--- src/rtl/pgdram_pkg.sv ---
package pgdram_pkg;

  typedef enum logic [2:0] {
    ST_IDLE,
    ST_CLOSE,
    ST_OPEN,
    ST_COL,
    ST_RCLOSE0,
    ST_ROPEN,
    ST_RCLOSE
  } pg_state_e;

  // advance an index by one, wrapping to zero at n
  function automatic int unsigned wrap_inc(input int unsigned v, input int unsigned n);
    return (v + 1 >= n) ? 0 : v + 1;
  endfunction

  // true when a refresh state
  function automatic logic is_rfsh_state(input pg_state_e s);
    return (s == ST_RCLOSE0) || (s == ST_ROPEN) || (s == ST_RCLOSE);
  endfunction

endpackage

--- src/rtl/pgdram_array.sv ---
module pgdram_array #(
  parameter int ROWS = 4,
  parameter int COLS = 4,
  parameter int DW   = 8,
  localparam int RW  = $clog2(ROWS),
  localparam int CW  = $clog2(COLS)
) (
  input  logic          clk,
  input  logic          rst_n,
  input  logic          act,
  input  logic [RW-1:0] act_row,
  input  logic          wb,
  input  logic [RW-1:0] wb_row,
  input  logic          col_wr,
  input  logic [CW-1:0] col_idx,
  input  logic [DW-1:0] wdata,
  output logic [DW-1:0] rdata
);

  logic [DW-1:0] mem_q    [ROWS][COLS];
  logic [DW-1:0] rowbuf_q [COLS];

  always_ff @(posedge clk) begin
    if (!rst_n) begin
      for (int r = 0; r < ROWS; r++)
        for (int c = 0; c < COLS; c++)
          mem_q[r][c] <= '0;
      for (int c = 0; c < COLS; c++)
        rowbuf_q[c] <= '0;
    end else begin
      if (act)
        for (int c = 0; c < COLS; c++)
          rowbuf_q[c] <= mem_q[act_row][c];
      if (col_wr)
        rowbuf_q[col_idx] <= wdata;
      if (wb)
        for (int c = 0; c < COLS; c++)
          mem_q[wb_row][c] <= rowbuf_q[c];
    end
  end

  assign rdata = rowbuf_q[col_idx];

endmodule

--- src/rtl/pgdram_refresh.sv ---
module pgdram_refresh #(
  parameter int ROWS           = 4,
  parameter int REFRESH_PERIOD = 64,
  localparam int RW            = $clog2(ROWS),
  localparam int CNTW          = $clog2(REFRESH_PERIOD)
) (
  input  logic          clk,
  input  logic          rst_n,
  input  logic          ack,
  output logic          due,
  output logic [RW-1:0] row
);
  import pgdram_pkg::*;

  logic [CNTW-1:0] cnt_q;
  logic            due_q;
  logic [RW-1:0]   row_q;
  logic            tick;

  assign tick = (cnt_q == CNTW'(REFRESH_PERIOD - 1));

  always_ff @(posedge clk) begin
    if (!rst_n) begin
      cnt_q <= '0;
      due_q <= 1'b0;
      row_q <= '0;
    end else begin
      cnt_q <= tick ? '0 : cnt_q + 1'b1;
      if (ack) begin
        due_q <= 1'b0;
        row_q <= RW'(wrap_inc(int'(row_q), ROWS));
      end
      if (tick)
        due_q <= 1'b1;
    end
  end

  assign due = due_q;
  assign row = row_q;

endmodule

--- src/rtl/pgdram_seq.sv ---
module pgdram_seq #(
  parameter int ROWS = 4,
  parameter int COLS = 4,
  parameter int DW   = 8,
  localparam int RW  = $clog2(ROWS),
  localparam int CW  = $clog2(COLS),
  localparam int AW  = (RW > CW) ? RW : CW
) (
  input  logic          clk,
  input  logic          rst_n,
  input  logic          req_valid,
  input  logic          req_we,
  input  logic [RW-1:0] req_row,
  input  logic [CW-1:0] req_col,
  input  logic [DW-1:0] req_wdata,
  input  logic          rfsh_due,
  input  logic [RW-1:0] rfsh_row,
  output logic          req_ready,
  output logic          row_stb,
  output logic          col_stb,
  output logic          pre_stb,
  output logic [AW-1:0] bus_addr,
  output logic          rfsh_busy,
  output logic          rfsh_ack,
  output logic          row_open,
  output logic [RW-1:0] open_row,
  output logic [RW-1:0] act_row,
  output logic          fsm_idle,
  output logic          cur_we,
  output logic [CW-1:0] cur_col,
  output logic [DW-1:0] cur_wdata
);
  import pgdram_pkg::*;

  pg_state_e     state_q, state_d;
  logic          open_q;
  logic [RW-1:0] open_row_q;
  logic          we_q;
  logic [RW-1:0] row_q;
  logic [CW-1:0] col_q;
  logic [DW-1:0] wdata_q;
  logic          accept;

  function automatic logic row_hit(input logic is_open, input logic [RW-1:0] a,
                                   input logic [RW-1:0] b);
    return is_open && (a == b);
  endfunction

  assign fsm_idle  = (state_q == ST_IDLE);
  assign req_ready = fsm_idle && !rfsh_due;
  assign accept    = req_valid && req_ready;
  assign rfsh_busy = is_rfsh_state(state_q);

  always_comb begin
    state_d  = state_q;
    row_stb  = 1'b0;
    col_stb  = 1'b0;
    pre_stb  = 1'b0;
    rfsh_ack = 1'b0;
    bus_addr = '0;
    act_row  = row_q;
    unique case (state_q)
      ST_IDLE: begin
        if (rfsh_due)
          state_d = open_q ? ST_RCLOSE0 : ST_ROPEN;
        else if (accept) begin
          if (row_hit(open_q, open_row_q, req_row)) state_d = ST_COL;
          else if (open_q)                          state_d = ST_CLOSE;
          else                                      state_d = ST_OPEN;
        end
      end
      ST_CLOSE: begin
        pre_stb = 1'b1;
        state_d = ST_OPEN;
      end
      ST_OPEN: begin
        row_stb  = 1'b1;
        bus_addr = AW'(row_q);
        state_d  = ST_COL;
      end
      ST_COL: begin
        col_stb  = 1'b1;
        bus_addr = AW'(col_q);
        state_d  = ST_IDLE;
      end
      ST_RCLOSE0: begin
        pre_stb = 1'b1;
        state_d = ST_ROPEN;
      end
      ST_ROPEN: begin
        row_stb  = 1'b1;
        rfsh_ack = 1'b1;
        act_row  = rfsh_row;
        bus_addr = AW'(rfsh_row);
        state_d  = ST_RCLOSE;
      end
      ST_RCLOSE: begin
        pre_stb = 1'b1;
        state_d = ST_IDLE;
      end
      default: state_d = ST_IDLE;
    endcase
  end

  always_ff @(posedge clk) begin
    if (!rst_n) begin
      state_q    <= ST_IDLE;
      open_q     <= 1'b0;
      open_row_q <= '0;
      we_q       <= 1'b0;
      row_q      <= '0;
      col_q      <= '0;
      wdata_q    <= '0;
    end else begin
      state_q <= state_d;
      if (accept) begin
        we_q    <= req_we;
        row_q   <= req_row;
        col_q   <= req_col;
        wdata_q <= req_wdata;
      end
      if (pre_stb)
        open_q <= 1'b0;
      if (row_stb) begin
        open_q     <= 1'b1;
        open_row_q <= act_row;
      end
    end
  end

  assign row_open  = open_q;
  assign open_row  = open_row_q;
  assign cur_we    = we_q;
  assign cur_col   = col_q;
  assign cur_wdata = wdata_q;

endmodule

--- src/rtl/pgdram_ctrl.sv ---
module pgdram_ctrl #(
  parameter int ROWS           = 4,
  parameter int COLS           = 4,
  parameter int DW             = 8,
  parameter int REFRESH_PERIOD = 64,
  localparam int RW            = $clog2(ROWS),
  localparam int CW            = $clog2(COLS),
  localparam int AW            = (RW > CW) ? RW : CW
) (
  input  logic          clk,
  input  logic          rst_n,
  input  logic          req_valid,
  output logic          req_ready,
  input  logic          req_we,
  input  logic [RW-1:0] req_row,
  input  logic [CW-1:0] req_col,
  input  logic [DW-1:0] req_wdata,
  output logic          rsp_valid,
  output logic [DW-1:0] rsp_rdata,
  output logic [AW-1:0] bus_addr,
  output logic          row_stb,
  output logic          col_stb,
  output logic          pre_stb,
  output logic          rfsh_busy
);

  logic          rfsh_due;
  logic [RW-1:0] rfsh_row;
  logic          rfsh_ack;
  logic          row_open;
  logic [RW-1:0] open_row;
  logic [RW-1:0] act_row;
  logic          fsm_idle;
  logic          cur_we;
  logic [CW-1:0] cur_col;
  logic [DW-1:0] cur_wdata;
  logic [DW-1:0] rd_data;

  pgdram_refresh #(.ROWS(ROWS), .REFRESH_PERIOD(REFRESH_PERIOD)) u_rfsh (
    .clk(clk), .rst_n(rst_n), .ack(rfsh_ack), .due(rfsh_due), .row(rfsh_row)
  );

  pgdram_seq #(.ROWS(ROWS), .COLS(COLS), .DW(DW)) u_seq (
    .clk(clk), .rst_n(rst_n),
    .req_valid(req_valid), .req_we(req_we), .req_row(req_row),
    .req_col(req_col), .req_wdata(req_wdata),
    .rfsh_due(rfsh_due), .rfsh_row(rfsh_row),
    .req_ready(req_ready), .row_stb(row_stb), .col_stb(col_stb),
    .pre_stb(pre_stb), .bus_addr(bus_addr), .rfsh_busy(rfsh_busy),
    .rfsh_ack(rfsh_ack), .row_open(row_open), .open_row(open_row),
    .act_row(act_row), .fsm_idle(fsm_idle), .cur_we(cur_we),
    .cur_col(cur_col), .cur_wdata(cur_wdata)
  );

  pgdram_array #(.ROWS(ROWS), .COLS(COLS), .DW(DW)) u_arr (
    .clk(clk), .rst_n(rst_n),
    .act(row_stb), .act_row(act_row),
    .wb(pre_stb), .wb_row(open_row),
    .col_wr(col_stb && cur_we), .col_idx(cur_col),
    .wdata(cur_wdata), .rdata(rd_data)
  );

  assign rsp_valid = col_stb && !cur_we;
  assign rsp_rdata = rd_data;

endmodule

--- config.mk ---
export PLATFORM = sky130hd
export DESIGN_NAME = pgdram_ctrl
export DESIGN_NICKNAME = d
export VERILOG_FILES = /design/src/rtl/pgdram_pkg.sv /design/src/rtl/pgdram_array.sv /design/src/rtl/pgdram_refresh.sv /design/src/rtl/pgdram_seq.sv /design/src/rtl/pgdram_ctrl.sv
export SDC_FILE = /design/constraint.sdc
export NUM_CORES = 1
export LEC_CHECK = 0
export ABC_AREA = 1
export BUFFER_PORTS_ARGS = -buffer_cell sky130_fd_sc_hd__buf_2
export CORE_UTILIZATION = 40
export DETAILED_ROUTE_END_ITERATION = 10
export PLACE_DENSITY = 0.61
export SETUP_SLACK_MARGIN = 0.15
export SYNTH_ARGS = -nofsm -noshare
export SYNTH_HDL_FRONTEND = slang
export SYNTH_SLANG_ARGS = --single-unit
export TNS_END_PERCENT = 30
--- constraint.sdc ---
create_clock -name clk -period 2.5 [get_ports clk]
set_clock_uncertainty 0.2 [all_clocks]
set_input_delay 0 -clock clk [delete_from_list [all_inputs] [get_ports clk]]
set_output_delay 0 -clock clk [all_outputs]
set_load 0.01 [all_outputs]
==> results_dict.tcl <==
set metrics [dict create \
    setup_viol 0 \
    clockBufferDepth 2 \
    routed_via_density 5.38 \
    synth_area_per_cell_um2 9.68 \
    wire_per_inst_um 18.9 \
    drive_above_1_share_pct 12.3 \
    period_needed_ps 2260 \
    core-area_um2 20500 \
    criticalPathCategory "reg -> out" \
    yosysWarnings 0 \
    worst_ep_arrival_time_ps 2060 \
    drtIter0Drc 614 \
    post-cts-setup-buffers 0 \
    start_util_pct 41.3 \
    status "complete, no violations" \
    maxCapViolations 0 \
    rsz0062_at_grt "true" \
    ys_seq_elements 190 \
    synth-edff-count 160 \
    syn-num-nets 893 \
    nets 948 \
    port_buffers 31 \
    netlist_instances 875 \
    critPathRequiredTime_ps 2300 \
    insertion_delay_ps 430 \
    endpoint_kind "primary output" \
    grt_pass1_wl_mm 35.1 \
    synth-async-reset-ratio_pct 0 \
    cts.sinks 190 \
    routabilityCongestion 0.815 \
    ys_seq_area_share_pct 63.8 \
    cts_max_level 4 \
    path_max_fanout 34 \
    utilization_pct 48.6 \
    hold_class "reg -> reg" \
    antenna_cells 0 \
    die_h_um 148 \
    grt_max_degree 66 \
    post-dp-hpwl_mm 12.7 \
    drc 0 \
    detail-route-antenna-nets 0 \
    layout_common_cells "nand3_1, nand2_1, edfxtp_1, nor2_1, inv_1" \
    cp_cell_sequence "inv_1, nand3_1, buf_4, nand2_1, o21ai_4, buf_12, o22ai_1, buf_2" \
    maxSlewViolCount 0 \
    rows 52 \
    cts_tree "done" \
    track_usage_pct 21.4 \
    finalSetupTns_ps 0 \
    overflow 0 \
    die_x_um 148 \
    synth_ff_type "edfxtp_1" \
    layout_commonest_cell "nand3_1" \
    antenna_found_initial 0 \
    final.period_utilization_pct 90.3 \
    ir_drop_mv 0.526 \
    critPathMaxStageDelay_ps 330 \
    routed_wl_mm 23.0 \
    hold_violations 0 \
    path_clk_slew_ps 70 \
    r2r.worst_path.cells 7 \
    rrSetupSlack_ps 340 \
    post_synth_num_cell_types 28 \
    worstHoldPathCells 1 \
    worst_pin_slew_ps 796 \
    syn_to_final_growth_pct 17.5 \
    ioPinCount 32 \
    cts_root_buf "clkbuf_16" \
    grt_pass1_vias 6308 \
    syn_area_um2 8470 \
    first_pass_iters 5 \
    clock.fmax_ghz 0.443 \
    vias 6529 \
    maxSlewHeadroom_pct 47.0 \
    fp.dieArea_um2 21800 \
    cp_slowest_cell "dfxtp_1" \
    cts_buffers 17 \
    p_leak_nw 3.87 \
    crit_path_start_kind "flip-flop" \
    power.density_nw_per_um2 806 \
]
==> timing repair <==
| item | in CTS | in global routing |
|---|---|---|
| resized for setup | 0 | 0 |
| endpoints found under the hold margin | 27 | 0 |
| hold buffers | 25 | 0 |
| setup endpoints to repair | 0 | 2 |
==> final cells by class <==
cell class	instances	area [um2]
inverters	53	199
multi-input cells	580	2650
flip-flops and latches	190	5410
repair buffers	88	781
well taps	270	338
clock buffers	19	453
clock inverters	13	129
fillers	1890	10500
==> per-stage QoR <==
step | cell area, um2 | worst slack (ps) | power, mW | hold WS [ps] | instances
CTS | 9910 | 266 | 7.99 | 250 | 1211
global placement | 9080 | 461 | 5.29 | 80.2 | 1154
detailed placement | 9080 | 430 | 5.31 | 82.8 | 1154
floorplan | 8470 | -92.4 | 4.76 | -35.6 | 875
global route | 9960 | 129 | 8.32 | 298 | 1213
finish | 9960 | 242 | 8.03 | 255 | 1213
==> critical path: cells and delay by family (launching register included) <==
family,cells,cell delay (ps)
flops,1,330
simple gates,2,280
compound gates,2,240
buf+inv,4,770
==> metal layers <==
metal,up-vias,wire (um),track usage [%]
li1,3092,-,-
met2,253,10800,34.6
met3,22,1480,3.24
met1,3162,10400,29.5
met5,-,0,0
met4,0,324,7.22
==> Yosys cell counts, types with 4 or more instances <==
| master | instances | share of area [%] |
|---|---|---|
| nand3_2 | 5 | 0.59 |
| nand4_1 | 4 | 0.30 |
| nand2_1 | 172 | 7.6 |
| a21oi_1 | 43 | 2.5 |
| inv_1 | 50 | 2.2 |
| buf_2 | 20 | 1.2 |
| o22ai_1 | 4 | 0.30 |
| or2_1 | 4 | 0.30 |
| clkbuf_1 | 31 | 1.4 |
| o21ai_0 | 15 | 0.89 |
| nand3_1 | 174 | 10 |
| nor2_1 | 136 | 6.0 |
| dfxtp_1 | 30 | 7.1 |
| nor3_2 | 6 | 0.71 |
| edfxtp_1 | 160 | 57 |
==> worst paths after layout <==
kind | from | to
max | u_seq.state_q[1]$_SDFFE_PN0P_ | bus_addr[1]
min | u_rfsh.cnt_q[0]$_SDFF_PP0_ | u_rfsh.cnt_q[0]$_SDFF_PP0_
max reg2reg | u_seq.state_q[1]$_SDFFE_PN0P_ | u_seq.cur_wdata[0]$_SDFFE_PN0P_
min reg2reg | u_rfsh.cnt_q[0]$_SDFF_PP0_ | u_rfsh.cnt_q[0]$_SDFF_PP0_
==> registers in the layout (all words and copies together) (netlist names), named ones only <==
name / cells
u_arr.mem_q: 128
u_arr.rowbuf_q: 32
u_seq.cur_wdata: 8
u_rfsh.cnt_q: 6
u_seq.state_q: 3
u_rfsh.row: 2
u_seq.cur_col: 2
u_seq.open_row: 2
u_seq.row_q: 2
u_rfsh.due: 1
u_seq.cur_we: 1
u_seq.row_open: 1
==> cells by family after synthesis <==
kind of cell,synth area share [%]
buffers and inverters,4.95
DFF,63.8
xor gates and xnor gates,0.414
AOI/OAI and AO/OA,4.19
and+or+nand+nor,26.4
adders and majority gates,0.295
==> power by group <==
part / switching (mW) / internal, mW
Clock: 1.24 / 1.45
Sequential: 0.152 / 3.72
Combinational: 0.990 / 0.476
Note: power is estimated with default switching activity, not from simulation.
